--- config.mk ---
export PLATFORM = sky130hd
export DESIGN_NAME = csr_access_gate
export DESIGN_NICKNAME = d
export VERILOG_FILES = /design/src/rtl/csr_gate_pkg.sv /design/src/rtl/csr_perm_check.sv /design/src/rtl/csr_mask_form.sv /design/src/rtl/csr_merge.sv /design/src/rtl/csr_access_gate.sv
export SDC_FILE = /design/constraint.sdc
export NUM_CORES = 1
export LEC_CHECK = 0
export CORE_AREA = 2 2 86 88
export DETAILED_ROUTE_END_ITERATION = 8
export DIE_AREA = 0 0 88 90
export DONT_BUFFER_PORTS = 1
export GPL_ROUTABILITY_DRIVEN = 0
export SYNTH_ARGS = -nofsm -noshare
export SYNTH_HDL_FRONTEND = slang
export SYNTH_SLANG_ARGS = --single-unit
--- constraint.sdc ---
create_clock -name vclk -period 6.7
set_input_delay 1.34 -clock vclk [all_inputs]
set_output_delay 1.34 -clock vclk [all_outputs]
set_load 0.03 [all_outputs]
--- src/rtl/csr_gate_pkg.sv ---
package csr_gate_pkg;
    localparam int CSR_ADDR_W = 12;

    typedef enum logic [1:0] {
        OP_READ  = 2'd0,
        OP_WRITE = 2'd1,
        OP_SET   = 2'd2,
        OP_CLEAR = 2'd3
    } csr_op_e;

    typedef enum logic [1:0] {
        PRIV_USER    = 2'd0,
        PRIV_SUPER   = 2'd1,
        PRIV_HYPER   = 2'd2,
        PRIV_MACHINE = 2'd3
    } priv_e;
endpackage

--- src/rtl/csr_perm_check.sv ---
module csr_perm_check
    import csr_gate_pkg::*;
(
    input  logic [3:0] ctl_bits,
    input  priv_e      cur_priv,
    input  logic       virt_on,
    input  logic       hyp_present,
    input  logic       dbg_access,
    input  logic       reg_present,
    input  logic       mask_nz,
    output logic       deny
);
    logic  ro_reg;
    priv_e min_priv;
    priv_e eff_priv;
    logic  ro_hit;
    logic  priv_low;

    assign ro_reg   = &ctl_bits[3:2];
    assign min_priv = priv_e'(ctl_bits[1:0]);

    always_comb begin
        if (hyp_present && (cur_priv == PRIV_SUPER) && !virt_on)
            eff_priv = PRIV_HYPER;
        else
            eff_priv = cur_priv;
    end

    assign ro_hit   = ro_reg && mask_nz;
    assign priv_low = !dbg_access && (eff_priv < min_priv);
    assign deny     = ro_hit || priv_low || !reg_present;
endmodule

--- src/rtl/csr_mask_form.sv ---
module csr_mask_form
    import csr_gate_pkg::*;
#(
    parameter int XLEN = 32
) (
    input  csr_op_e           op,
    input  logic [XLEN-1:0]   operand,
    output logic [XLEN-1:0]   data,
    output logic [XLEN-1:0]   mask,
    output logic              mask_nz
);
    localparam logic [XLEN-1:0] ONES = {XLEN{1'b1}};

    always_comb begin
        unique case (op)
            OP_READ:  begin data = '0;      mask = '0;      end
            OP_WRITE: begin data = operand; mask = ONES;    end
            OP_SET:   begin data = ONES;    mask = operand; end
            OP_CLEAR: begin data = '0;      mask = operand; end
            default:  begin data = '0;      mask = '0;      end
        endcase
    end

    assign mask_nz = |mask;
endmodule

--- src/rtl/csr_merge.sv ---
module csr_merge #(
    parameter int XLEN = 32
) (
    input  logic [XLEN-1:0] old_val,
    input  logic [XLEN-1:0] data,
    input  logic [XLEN-1:0] mask,
    output logic [XLEN-1:0] new_val
);
    for (genvar b = 0; b < XLEN; b++) begin : g_bit
        assign new_val[b] = mask[b] ? data[b] : old_val[b];
    end
endmodule

--- src/rtl/csr_access_gate.sv ---
module csr_access_gate
    import csr_gate_pkg::*;
#(
    parameter int XLEN = 32
) (
    input  logic            clk,
    input  logic            rst_n,
    input  logic            req_valid,
    input  logic [11:0]     req_addr,
    input  logic [1:0]      req_op,
    input  logic [XLEN-1:0] req_operand,
    input  logic [1:0]      cur_priv,
    input  logic            virt_on,
    input  logic            hyp_present,
    input  logic            dbg_access,
    input  logic            reg_present,
    input  logic            reg_has_rmw,
    input  logic            reg_has_write,
    input  logic [XLEN-1:0] reg_rdata,
    output logic            illegal,
    output logic [XLEN-1:0] rsp_data,
    output logic            wr_en,
    output logic [XLEN-1:0] wr_data,
    output logic            rmw_en,
    output logic [XLEN-1:0] rmw_data,
    output logic [XLEN-1:0] rmw_mask
);
    localparam int CTL_LSB = CSR_ADDR_W - 4;

    logic [XLEN-1:0] op_data;
    logic [XLEN-1:0] op_mask;
    logic            mask_nz;
    logic            deny;
    logic            grant;
    logic            unused_addr_low;

    assign unused_addr_low = ^req_addr[CTL_LSB-1:0];

    csr_mask_form #(.XLEN(XLEN)) u_form (
        .op      (csr_op_e'(req_op)),
        .operand (req_operand),
        .data    (op_data),
        .mask    (op_mask),
        .mask_nz (mask_nz)
    );

    csr_perm_check u_perm (
        .ctl_bits    (req_addr[CSR_ADDR_W-1:CTL_LSB]),
        .cur_priv    (priv_e'(cur_priv)),
        .virt_on     (virt_on),
        .hyp_present (hyp_present),
        .dbg_access  (dbg_access),
        .reg_present (reg_present),
        .mask_nz     (mask_nz),
        .deny        (deny)
    );

    csr_merge #(.XLEN(XLEN)) u_merge (
        .old_val (reg_rdata),
        .data    (op_data),
        .mask    (op_mask),
        .new_val (wr_data)
    );

    assign illegal  = req_valid && deny;
    assign grant    = req_valid && !deny;
    assign rsp_data = grant ? reg_rdata : '0;
    assign rmw_en   = grant && reg_has_rmw;
    assign rmw_data = op_data;
    assign rmw_mask = op_mask;
    assign wr_en    = grant && !reg_has_rmw && reg_has_write && mask_nz;

    assert_ro_write_R1: assert property (@(posedge clk) disable iff (!rst_n)
        (req_valid && (&req_addr[11:10]) && (req_op == OP_WRITE)) |-> illegal);

    assert_user_low_R2: assert property (@(posedge clk) disable iff (!rst_n)
        (req_valid && !dbg_access && (cur_priv == PRIV_USER) && (req_addr[9:8] != 2'd0)) |-> illegal);

    assert_read_quiet_R7: assert property (@(posedge clk) disable iff (!rst_n)
        (req_op == OP_READ) |-> !wr_en);

    assert_one_path_R9: assert property (@(posedge clk) disable iff (!rst_n)
        !(wr_en && rmw_en));

    assert_illegal_quiet_R10: assert property (@(posedge clk) disable iff (!rst_n)
        illegal |-> (!wr_en && !rmw_en && (rsp_data == '0)));

    assert_idle_R12: assert property (@(posedge clk) disable iff (!rst_n)
        !req_valid |-> (!illegal && !wr_en && !rmw_en));
endmodule

After elaboration in Yosys (flattened, before gate mapping):

Index checks and enable logic that the tools add are counted.

* register bits: 0
* input bits: 89
* output and inout bits: 131
* word-level logic and storage cells: 63

* $lt $le $gt $ge: 1
* equal/unequal tests: 4
* muxes and demuxes: 36
* reduce and logical (&&, ||, !) cells: 22

Operators by type and width (number)
* one-hot mux 32 bit (3 select lines): 2
* 2-to-1 mux 1 bit: 32
* 2-to-1 mux 32 bit: 1
* OR reduction 32 bit: 1
* logical AND 1 bit: 10
* zero test 1 bit: 5
* == test 2 x 1 -> 1 bit, second input constant: 2
* == test 2 bit, second input constant: 2
* OR reduction 2 bit: 2
* zero test 2 bit: 1
* logical OR 1 bit: 2
* less-than comparator 2 bit: 1
* 2-to-1 mux 2 bit: 1
* AND reduction 2 bit: 1

Depth between registers and ports, before layout:

Gate-level depths: netlist of run 1.

* depth after elaboration: 13
* mapped depth: 8
* depth with buffers taken out: 7

Hierarchy:

Synthesis of run 1 repeated with hierarchy kept, for this count alone.

* cell total of the unflattened synthesis: 173
* area, all modules: 1537.7 um^2

Modules (own cells, without submodules)
* csr_mask_form: instances 1, cells each 93, area an instance 683.2 um^2, sequential area each 0.0 um^2
* csr_merge: instances 1, cells each 32, area an instance 480.5 um^2, sequential area each 0.0 um^2
* csr_access_gate: instances 1, cells each 39, area an instance 300.3 um^2, sequential area each 0.0 um^2
* csr_perm_check: instances 1, cells each 9, area an instance 73.8 um^2, sequential area each 0.0 um^2

Worst setup path before layout of run 1:

Ideal clock, no wire load.

* kind: input to output
* start point: input port req_op[1]
* end point: output port rmw_en
* arrival: 3.085 ns
* required time: 5.360 ns
* slack: 2.275 ns
* stages on the path: 6
* buffers on the path: 2
* path through: buf_4 -> nor4b_2 -> nand4_1 -> or3_1 -> buf_6 -> a211oi_1

* word-level cells in the longest chain between the ends: 10
* elaborated cells on any way between the ends: 13
* classes of those cells: eq/ne (3); mux (1); reduce/logical (9)

Ends and longest elaborated chain
* from (decl): RTL line csr_access_gate.sv:10 `input logic [1:0] req_op,`
* == test 2 bit: RTL line csr_mask_form.sv:15 `unique case (op)`
* OR reduction 2 bit (no line)
* one-hot mux 32 bit (3 select lines) *: RTL line csr_mask_form.sv:15
* OR reduction 32 bit *: RTL line csr_mask_form.sv:24 `assign mask_nz = |mask;`
* logical AND 1 bit *: RTL line csr_perm_check.sv:29 `assign ro_hit = ro_reg && mask_nz;`
* logical OR 1 bit * (2 in a row): RTL line csr_perm_check.sv:31 `assign deny = ro_hit || priv_low || !reg_present;`
* zero test 1 bit *: RTL line csr_access_gate.sv:66 `assign grant = req_valid && !deny;`
* logical AND 1 bit *: RTL line csr_access_gate.sv:66
* logical AND 1 bit *: RTL line csr_access_gate.sv:68 `assign rmw_en = grant && reg_has_rmw;`
* to (decl): RTL line csr_access_gate.sv:24 `output logic rmw_en,`

Every way passes the cells marked *; elsewhere a longest branch is shown, timed or not.

Worst setup path in the final report of run 1:

* start point: input port virt_on
* end point: output port rsp_data[0]

* word-level cells in the longest chain between the ends: 10

Ends and longest elaborated chain
* from (decl): RTL line csr_access_gate.sv:13 `input logic virt_on,`
* zero test 1 bit: RTL line csr_perm_check.sv:23 `if (hyp_present && (cur_priv == PRIV_SUPER) && !virt_on)`
* logical AND 1 bit: RTL line csr_perm_check.sv:23
* 2-to-1 mux 2 bit: RTL line csr_perm_check.sv:23
* less-than comparator 2 bit: RTL line csr_perm_check.sv:30 `assign priv_low = !dbg_access && (eff_priv < min_priv);`
* logical AND 1 bit: RTL line csr_perm_check.sv:30
* logical OR 1 bit (2 in a row): RTL line csr_perm_check.sv:31
* zero test 1 bit: RTL line csr_access_gate.sv:66
* logical AND 1 bit: RTL line csr_access_gate.sv:66
* 2-to-1 mux 32 bit: RTL line csr_access_gate.sv:67 `assign rsp_data = grant ? reg_rdata : '0;`
* to (decl): RTL line csr_access_gate.sv:21 `output logic [XLEN-1:0] rsp_data,`

Every way passes these cells.

==> results of run 1 <==
worst paths after layout:
kind | from | to | slack, ns | cells after the start
worst min-delay path | reg_rdata[11] | rsp_data[11] | 2.81 | 2
worst max-delay path | virt_on | rsp_data[0] | 1.37 | 8
through the flow:
step	hold slack, ns	util, %	setup WS, ns
after global routing	2.82	24.9	1.20
after CTS	2.81	24.9	1.33
after floorplan	2.81	-	2.28
after detailed placement	2.81	24.9	1.34
final	2.81	24.9	1.37
after global placement	2.81	24.9	1.37
cell type report:
cell class                      instances  area (um^2)  area share, %
Tap cell                               99          124           7.10
Inverter                               36          135           7.74
Multi-Input combinational cell        160         1460           83.4
Timing Repair Buffer                    4         30.0           1.72
cell families (layout without fill, tap and decap cells):
family / count (synthesis) / after routing / synth area share, %
adders and majority gates: 1 / 1 / 0.738
and+or+nand+nor: 26 / 26 / 8.63
muxes: 32 / 32 / 21.3
AOI/OAI and AO/OA: 101 / 101 / 53.9
buffers and inverters: 61 / 40 / 15.5
metal layers:
metal	global-route usage, %	up-vias	part of all wire (%)
met5	0	-	0
met4	0.897	0	0.57
met1	18.1	820	41
met2	27.4	124	49
li1	-	769	-
met3	4.04	4	10
power by group:
part,leakage [nW],internal (mW),switching (mW)
logic,0.962,0.0509,0.177
registers,0,0,0
clock network,0,0,0
total,0.962,0.0509,0.177
synth_stat cells (all sizes together):
cell	instances	area (um^2)
ha	1	12.5
o221ai	1	8.76
nor3	2	10.0
or3	1	6.26
nand2	5	18.8
o2bb2ai	1	8.76
nand4	1	6.26
clkbuf	14	52.6
buf	11	75.1
nor2b	2	12.5
a31o	1	8.76
nor3b	2	15.0
a21o	64	480
nand3	2	10.0
nor2	4	15.0
o2111ai	1	8.76
a211oi	33	398
nor4	6	37.5
inv	36	135
mux2	32	360
nor4b	1	15.0
==> impl_metrics.xml, run 1 <==
<?xml version="1.0" encoding="UTF-8"?>
<metrics>
  <group name="status">
    <metric name="outcome" unit="">finished, final reports clean</metric>
  </group>
  <group name="timing">
    <metric name="fmaxAchievable" unit="GHz">0.188</metric>
    <metric name="timing.slew.headroom" unit="%">22.2</metric>
    <metric name="setup-violations-final" unit="">0</metric>
    <metric name="setup_total_negative_slack" unit="ns">0</metric>
    <metric name="final_max_slew_viol_count" unit="">0</metric>
    <metric name="fin_crit" unit="ns">5.33</metric>
    <metric name="final.period_utilization" unit="%">79.5</metric>
    <metric name="worst-slew-pin-transition" unit="ns">1.16</metric>
    <metric name="hold_viol_final" unit="">0</metric>
    <metric name="unrepaired_setup_endpoints_after_global_routing" unit="">false</metric>
  </group>
  <group name="final_layout">
    <metric name="final-instance-count-excl-fill" unit="">299</metric>
    <metric name="numSequentialCells" unit="">0</metric>
    <metric name="clockBufferCount" unit="">0</metric>
    <metric name="total_area_of_sequential_cells" unit="um^2">0</metric>
    <metric name="area_delta_synth_final" unit="%">2.95</metric>
    <metric name="most_common_cell_after_layout_fill_and_taps_aside" unit="">a21o_1</metric>
    <metric name="finalNetCount" unit="">292</metric>
    <metric name="drive_above_1_share" unit="%">36.5</metric>
    <metric name="stdcell_area" unit="um^2">1750</metric>
    <metric name="n_fill_cell" unit="">771</metric>
    <metric name="mostFrequentLayoutCells" unit="">64 x a21o_1, 36 x inv_1, 32 x mux2_2</metric>
    <metric name="antenna_cells_inserted" unit="">0</metric>
  </group>
  <group name="placed_design">
    <metric name="detailedPlacementHpwl" unit="um">5550</metric>
    <metric name="place_area" unit="um^2">1750</metric>
    <metric name="placement.io_buffers" unit="">0</metric>
    <metric name="dpl.cell_count" unit="">299</metric>
  </group>
  <group name="critical_path">
    <metric name="critical_path_cell_by_cell" unit="">inv_1 &gt; a31o_2 &gt; ha_1 &gt; inv_1 &gt; o221ai_1 &gt; nand3_2 &gt; buf_4 &gt; a211oi_1</metric>
    <metric name="cp_data_arrival_time" unit="ns">3.99</metric>
    <metric name="required_time_reported_for_the_critical_path_endpoint" unit="ns">5.36</metric>
    <metric name="critical_path_class" unit="">in2out</metric>
    <metric name="kind_of_cell_adding_the_most_delay_to_the_critical_path" unit="">compound AO/OA/AOI/OAI gates</metric>
    <metric name="cp_capture_type" unit="">output port</metric>
    <metric name="start_kind" unit="">primary input</metric>
    <metric name="timing.critical_path.buf_inv" unit="">3</metric>
    <metric name="cpMostUsedCell" unit="">inv_1</metric>
    <metric name="critical_path.slowest_cell" unit="">a211oi_1</metric>
    <metric name="timing.critical_path.slowest_cell_delay" unit="ns">0.87</metric>
    <metric name="worst-path-max-fanout" unit="">18</metric>
  </group>
  <group name="detailed_routing">
    <metric name="wl_per_cell" unit="um">23.5</metric>
    <metric name="drt.antenna.violating_nets" unit="">0</metric>
    <metric name="finalWirelength" unit="um">7020</metric>
    <metric name="drt-pass1-iter-count" unit="">4</metric>
    <metric name="num_vias" unit="">1717</metric>
    <metric name="via_per_inst" unit="">5.74</metric>
    <metric name="detailedRoute.firstIterationViolations" unit="">84</metric>
    <metric name="drc" unit="">0</metric>
  </group>
  <group name="synth">
    <metric name="post_synth.cell_area_avg" unit="um^2">7.67</metric>
    <metric name="netlist-cell-type-count" unit="">24</metric>
    <metric name="mappedNetlistNets" unit="">311</metric>
    <metric name="netlist_area" unit="um^2">1700</metric>
    <metric name="sequential_fraction_of_the_synthesis_area" unit="%">0</metric>
    <metric name="synthCells" unit="">221</metric>
    <metric name="ys.warnings.count" unit="">0</metric>
  </group>
  <group name="floorplanning">
    <metric name="core_region_area" unit="um^2">7020</metric>
    <metric name="initial_core_utilization" unit="%">24.1</metric>
    <metric name="die_area" unit="um^2">7920</metric>
    <metric name="fp.dieW" unit="um">88</metric>
    <metric name="chipHeight" unit="um">90</metric>
    <metric name="rows" unit="">31</metric>
    <metric name="num_io_pins" unit="">220</metric>
  </group>
  <group name="grt">
    <metric name="grt_pass1_wl" unit="um">9340</metric>
    <metric name="first_global_vias" unit="">1643</metric>
    <metric name="gr_usage_total" unit="%">15.0</metric>
    <metric name="antenna_violations_before_repair" unit="">0</metric>
    <metric name="grt.overflow.total" unit="">0</metric>
    <metric name="grt_max_degree" unit="">47</metric>
  </group>
  <group name="power">
    <metric name="ir_drop" unit="mV">0.0304</metric>
    <metric name="finalPower" unit="uW">228</metric>
    <metric name="power.leakage" unit="nW">0.962</metric>
    <metric name="power-per-cell-area" unit="nW/um^2">131</metric>
  </group>
  <group name="clock_network">
    <metric name="post_cts.repair.setup_buffers" unit="">0</metric>
    <metric name="cts-resized-gates" unit="">0</metric>
    <metric name="cts_hold_buffers" unit="">0</metric>
  </group>
  <group name="hold_path">
    <metric name="hp-class" unit="">in2out</metric>
  </group>
  <group name="job">
    <metric name="total_of_max_cap_violations" unit="">0</metric>
  </group>
</metrics>
Power figures use the tool's default switching activity.
==> inputs of run 2 (changes only) <==
==> constraint.sdc (replaced) <==
create_clock -name vclk -period 4.95
set_input_delay 0.99 -clock vclk [all_inputs]
set_output_delay 0.99 -clock vclk [all_outputs]
set_load 0.03 [all_outputs]
==> run 2 against run 1 <==
Net effect:
- first-iteration DRC count shrank 55%
- sequential share of layout area unchanged
- worst setup slack worse by 0.69 ns
- final area rose by 2.6%
==> impl_metrics.xml, run 2 (synthesis gave the netlist of run 1 again) <==
<?xml version="1.0" encoding="UTF-8"?>
<metrics>
  <group name="power">
    <metric name="power-per-cell-area" unit="nW/um^2">174</metric>
    <metric name="ir_drop" unit="mV">0.0358</metric>
    <metric name="power.leakage" unit="nW">0.994</metric>
  </group>
  <group name="hold_path">
    <metric name="worstHoldPathCells" unit="">2</metric>
    <metric name="hold_path_end" unit="">rsp_data[17]</metric>
    <metric name="hp-class" unit="">in2out</metric>
    <metric name="hp_start" unit="">reg_rdata[17]</metric>
  </group>
  <group name="critical_path">
    <metric name="critical_path.slowest_cell" unit="">or3_2</metric>
    <metric name="critical_path_class" unit="">in2out</metric>
    <metric name="critical_path_cell_by_cell" unit="">nor4_1 &gt; nand4_1 &gt; or3_2 &gt; a211oi_2</metric>
    <metric name="timing.critical_path.buf_inv" unit="">0</metric>
    <metric name="cp_capture_type" unit="">output port</metric>
    <metric name="worst-path-max-fanout" unit="">33</metric>
    <metric name="cp_data_arrival_time" unit="ns">3.28</metric>
    <metric name="start_kind" unit="">primary input</metric>
    <metric name="kind_of_cell_adding_the_most_delay_to_the_critical_path" unit="">simple AND/OR/NAND/NOR gates</metric>
    <metric name="timing.critical_path.slowest_cell_delay" unit="ns">0.94</metric>
    <metric name="required_time_reported_for_the_critical_path_endpoint" unit="ns">3.96</metric>
  </group>
  <group name="floorplanning">
    <metric name="initial_core_utilization" unit="%">24.1</metric>
    <metric name="rows" unit="">31</metric>
    <metric name="chipHeight" unit="um">90</metric>
    <metric name="fp.dieW" unit="um">88</metric>
    <metric name="core_region_area" unit="um^2">7020</metric>
    <metric name="num_io_pins" unit="">220</metric>
    <metric name="die_area" unit="um^2">7920</metric>
  </group>
  <group name="clock_network">
    <metric name="cts-resized-gates" unit="">0</metric>
    <metric name="post_cts.repair.setup_buffers" unit="">0</metric>
    <metric name="cts_hold_buffers" unit="">0</metric>
  </group>
  <group name="timing">
    <metric name="unrepaired_setup_endpoints_after_global_routing" unit="">false</metric>
    <metric name="fin_crit" unit="ns">4.27</metric>
    <metric name="timing.slew.headroom" unit="%">36.4</metric>
    <metric name="fmaxAchievable" unit="GHz">0.234</metric>
    <metric name="hold_viol_final" unit="">0</metric>
    <metric name="final_max_slew_viol_count" unit="">0</metric>
    <metric name="worst-slew-pin-transition" unit="ns">0.954</metric>
    <metric name="setup_total_negative_slack" unit="ns">0</metric>
    <metric name="setup-violations-final" unit="">0</metric>
    <metric name="final.period_utilization" unit="%">86.3</metric>
  </group>
  <group name="detailed_routing">
    <metric name="via_per_inst" unit="">5.63</metric>
    <metric name="num_vias" unit="">1717</metric>
    <metric name="wl_per_cell" unit="um">23.0</metric>
    <metric name="drc" unit="">0</metric>
    <metric name="drt-pass1-iter-count" unit="">4</metric>
    <metric name="detailedRoute.firstIterationViolations" unit="">38</metric>
    <metric name="drt.antenna.violating_nets" unit="">0</metric>
    <metric name="finalWirelength" unit="um">7030</metric>
  </group>
  <group name="grt">
    <metric name="grt.overflow.total" unit="">0</metric>
    <metric name="gr_usage_total" unit="%">15.5</metric>
    <metric name="first_global_vias" unit="">1642</metric>
    <metric name="grt_max_degree" unit="">49</metric>
    <metric name="grt_pass1_wl" unit="um">9670</metric>
    <metric name="antenna_violations_before_repair" unit="">0</metric>
  </group>
  <group name="status">
    <metric name="outcome" unit="">finished, final reports clean</metric>
  </group>
  <group name="placed_design">
    <metric name="placement.io_buffers" unit="">0</metric>
    <metric name="detailedPlacementHpwl" unit="um">5660</metric>
    <metric name="dpl.cell_count" unit="">305</metric>
  </group>
  <group name="final_layout">
    <metric name="clockBufferCount" unit="">0</metric>
    <metric name="antenna_cells_inserted" unit="">0</metric>
    <metric name="n_fill_cell" unit="">771</metric>
    <metric name="drive_above_1_share" unit="%">38.3</metric>
    <metric name="total_area_of_sequential_cells" unit="um^2">0</metric>
    <metric name="numSequentialCells" unit="">0</metric>
    <metric name="most_common_cell_after_layout_fill_and_taps_aside" unit="">a21o_1</metric>
    <metric name="finalNetCount" unit="">298</metric>
    <metric name="final-instance-count-excl-fill" unit="">305</metric>
    <metric name="mostFrequentLayoutCells" unit="">64 x a21o_1, 36 x inv_1, 32 x mux2_2</metric>
    <metric name="area_delta_synth_final" unit="%">5.61</metric>
  </group>
  <group name="job">
    <metric name="total_of_max_cap_violations" unit="">0</metric>
  </group>
</metrics>
==> run 2: routing by layer <==
| metal | wire length, um | GRT usage, % | vias up | part of all wire (%) |
|---|---|---|---|---|
| li1 | - | - | 778 | - |
| met1 | 2800 | 18.6 | 813 | 40 |
| met3 | 640 | 3.67 | 2 | 9.1 |
| met5 | 0 | 0 | - | 0 |
| met2 | 3570 | 28.7 | 124 | 51 |
| met4 | 13 | 0.769 | 0 | 0.18 |
==> run 2: per-stage QoR <==
step	utilization (%)	setup slack, ns	total power, mW	area [um^2]	hold WS, ns
floorplan	-	1.23	0.288	1700	2.11
global placement	25.5	0.606	0.309	1790	2.11
detailed placement	25.5	0.602	0.312	1790	2.11
CTS	25.5	0.599	0.313	1790	2.11
global route	25.5	0.478	0.324	1790	2.11
finish	25.5	0.681	0.311	1790	2.11
==> run 2: area by class of cell <==
cell class / count / area (um^2) / share of cell area [%]
Tap cell: 99 / 124 / 6.92
Multi-Input combinational cell: 160 / 1460 / 81.3
Timing Repair Buffer: 10 / 75.1 / 4.19
Inverter: 36 / 135 / 7.55
==> run 2: how the worst max path moves through the flow <==
stage,startpoint,to,cells after the start
final,req_operand[24],rsp_data[12],4
after global routing,req_operand[24],rsp_data[12],4
after CTS,req_operand[24],rsp_data[12],4
after detailed placement,req_operand[24],rsp_data[12],4
after global placement,req_operand[24],rsp_data[12],4
after floorplan,req_op[1],rmw_en,6
==> run 2: where the power goes <==
group / switching (mW) / leakage (nW) / total [mW] / internal [mW]
Combinational: 0.240 / 0.994 / 0.311 / 0.0711
Clock: 0 / 0 / 0 / 0
Sequential: 0 / 0 / 0 / 0
Total: 0.240 / 0.994 / 0.311 / 0.0711
==> inputs of run 3 (changes only) <==
--- a/config.mk
+++ b/config.mk
@@ -5,9 +5,10 @@
 export SDC_FILE = /design/constraint.sdc
 export NUM_CORES = 1
 export LEC_CHECK = 0
-export CORE_AREA = 2 2 86 88
+export ABC_AREA = 1
+export CORE_AREA = 2 2 85 87
 export DETAILED_ROUTE_END_ITERATION = 8
-export DIE_AREA = 0 0 88 90
+export DIE_AREA = 0 0 87 89
 export DONT_BUFFER_PORTS = 1
 export GPL_ROUTABILITY_DRIVEN = 0
 export SYNTH_ARGS = -nofsm -noshare
==> run 3 against run 2 <==
Net effect:
- final area rose by 9.2%
- critical endpoint is now rsp_data[7]
- largest cell class unchanged
- die area fell by 2.2%
- largest power group unchanged
- worst setup slack worse by 0.10 ns
==> impl_metrics.xml, run 3 <==
<?xml version="1.0" encoding="UTF-8"?>
<metrics>
  <group name="status">
    <metric name="outcome" unit="">finished, final reports clean</metric>
  </group>
  <group name="critical_path">
    <metric name="required_time_reported_for_the_critical_path_endpoint" unit="ns">3.96</metric>
    <metric name="cp_capture_type" unit="">output port</metric>
    <metric name="critical_path_class" unit="">in2out</metric>
    <metric name="start_kind" unit="">primary input</metric>
    <metric name="cp_data_arrival_time" unit="ns">3.38</metric>
    <metric name="worst-path-max-fanout" unit="">34</metric>
  </group>
  <group name="detailed_routing">
    <metric name="num_vias" unit="">2268</metric>
    <metric name="drt-pass1-iter-count" unit="">6</metric>
    <metric name="drt.antenna.violating_nets" unit="">0</metric>
    <metric name="finalWirelength" unit="um">6660</metric>
    <metric name="drc" unit="">0</metric>
    <metric name="wl_per_cell" unit="um">14.7</metric>
    <metric name="detailedRoute.firstIterationViolations" unit="">82</metric>
    <metric name="via_per_inst" unit="">5.00</metric>
  </group>
  <group name="final_layout">
    <metric name="total_area_of_sequential_cells" unit="um^2">0</metric>
    <metric name="numSequentialCells" unit="">0</metric>
    <metric name="fin_util" unit="%">29.1</metric>
    <metric name="mostFrequentLayoutCells" unit="">147 x nand2_1, 68 x buf_4, 36 x inv_1</metric>
    <metric name="area_delta_synth_final" unit="%">32.1</metric>
    <metric name="clockBufferCount" unit="">0</metric>
    <metric name="finalNetCount" unit="">466</metric>
    <metric name="most_common_cell_after_layout_fill_and_taps_aside" unit="">nand2_1</metric>
    <metric name="final-instance-count-excl-fill" unit="">454</metric>
    <metric name="drive_above_1_share" unit="%">26.5</metric>
    <metric name="antenna_cells_inserted" unit="">0</metric>
  </group>
  <group name="placed_design">
    <metric name="dp_worst_setup_slack" unit="ns">0.519</metric>
    <metric name="placement.io_buffers" unit="">0</metric>
    <metric name="dpl.cell_count" unit="">454</metric>
    <metric name="detailedPlacementHpwl" unit="um">5450</metric>
  </group>
  <group name="floorplanning">
    <metric name="rows" unit="">30</metric>
    <metric name="initial_core_utilization" unit="%">22.0</metric>
    <metric name="chipHeight" unit="um">89</metric>
    <metric name="die_area" unit="um^2">7740</metric>
    <metric name="fp.dieW" unit="um">87</metric>
    <metric name="num_io_pins" unit="">220</metric>
    <metric name="core_region_area" unit="um^2">6720</metric>
  </group>
  <group name="grt">
    <metric name="grt_pass1_wl" unit="um">9070</metric>
    <metric name="grt.overflow.total" unit="">0</metric>
    <metric name="gr_usage_total" unit="%">14.4</metric>
    <metric name="grt_max_degree" unit="">35</metric>
    <metric name="first_global_vias" unit="">1996</metric>
    <metric name="antenna_violations_before_repair" unit="">0</metric>
  </group>
  <group name="synth">
    <metric name="most_frequent_cells_after_synthesis" unit="">147 x nand2_1, 36 x inv_1, 35 x nand3_1</metric>
    <metric name="synth_top_cell_by_area" unit="">nand2_1</metric>
    <metric name="ys.warnings.count" unit="">0</metric>
    <metric name="post_synth.cell_area_avg" unit="um^2">4.53</metric>
    <metric name="synth_area_leaders" unit="">nand2_1 37%, nand3_1 12%, o21ai_0 11%</metric>
    <metric name="yosys.area.top_type_share" unit="%">37.3</metric>
    <metric name="netlist_area" unit="um^2">1480</metric>
    <metric name="netlist-cell-type-count" unit="">18</metric>
    <metric name="sequential_fraction_of_the_synthesis_area" unit="%">0</metric>
    <metric name="mappedNetlistNets" unit="">417</metric>
    <metric name="synthCells" unit="">327</metric>
    <metric name="yosysMostFrequentCell" unit="">nand2_1</metric>
  </group>
  <group name="power">
    <metric name="finalPower" unit="uW">339</metric>
    <metric name="power.leakage" unit="nW">1.25</metric>
    <metric name="ir_drop" unit="mV">0.0835</metric>
    <metric name="power-per-cell-area" unit="nW/um^2">173</metric>
  </group>
  <group name="hold_path">
    <metric name="hold_path_end" unit="">rmw_mask[15]</metric>
    <metric name="hp_start" unit="">req_operand[15]</metric>
    <metric name="hp-class" unit="">in2out</metric>
    <metric name="worstHoldPathCells" unit="">2</metric>
  </group>
  <group name="timing">
    <metric name="setup_slack" unit="ns">0.577</metric>
    <metric name="unrepaired_setup_endpoints_after_global_routing" unit="">false</metric>
    <metric name="final_max_slew_viol_count" unit="">0</metric>
    <metric name="timing.slew.headroom" unit="%">58.2</metric>
    <metric name="fin_crit" unit="ns">4.37</metric>
    <metric name="worst-slew-pin-transition" unit="ns">0.627</metric>
    <metric name="fmaxAchievable" unit="GHz">0.229</metric>
    <metric name="setup-violations-final" unit="">0</metric>
    <metric name="hold_viol_final" unit="">0</metric>
    <metric name="final.period_utilization" unit="%">88.3</metric>
    <metric name="setup_total_negative_slack" unit="ns">0</metric>
  </group>
  <group name="clock_network">
    <metric name="cts-resized-gates" unit="">0</metric>
    <metric name="cts_hold_buffers" unit="">0</metric>
    <metric name="post_cts.repair.setup_buffers" unit="">0</metric>
  </group>
  <group name="job">
    <metric name="total_of_max_cap_violations" unit="">0</metric>
  </group>
</metrics>
==> run 3: how the worst max path moves through the flow <==
stage	from	to	slack (ns)
global placement	req_op[1]	rsp_data[7]	0.60
detailed placement	req_op[1]	rsp_data[7]	0.52
finish	req_op[1]	rsp_data[7]	0.58
global route	req_op[1]	rsp_data[7]	0.40
CTS	req_op[1]	rsp_data[7]	0.52
floorplan	req_op[1]	rsp_data[11]	1.36
==> run 3: report_power, final <==
group	leakage [nW]	switching [mW]	internal (mW)	total, mW
combinational	1.25	0.260	0.0789	0.339
sequential	0	0	0	0
clock	0	0	0	0
total	1.25	0.260	0.0789	0.339
==> run 3: layer usage <==
layer,routed length (um),global-route usage [%],up-vias
met5,0,0,-
met4,5,0.284,0
met3,585,1.29,2
met2,3600,31.3,160
met1,2470,15.6,1005
li1,-,-,1101
==> run 3: metrics by stage <==
step                      cell area (um^2)  hold WS, ns
after floorplan                       1480         2.12
after global placement                1960         2.19
after detailed placement              1960         2.19
after CTS                             1960         2.19
after global routing                  1960         2.20
final                                 1960         2.20
==> run 3: cell type report <==
cell class | count | area (um^2)
Timing Repair Buffer | 68 | 510
Inverter | 37 | 139
Tap cell | 80 | 100
Multi-Input combinational cell | 269 | 1210
Fill cell | 769 | 4760
==> run 3: kinds of logic after synthesis <==
kind of cell,synth area share [%]
AO/OA/AOI/OAI,11.8
adder cells (fa/ha/maj),0.845
buffers and inverters,18.5
AND/OR/NAND/NOR,68.8
==> run 3: critical path: stages <==
cell,delay [ns]
inv_2,0.22
nand2_2,0.35
nand2_1,0.34
nor3_2,0.31
nand3_2,0.13
nand2_2,0.10
nand3_4,0.42
nor2_2,0.29
buf_4,0.20
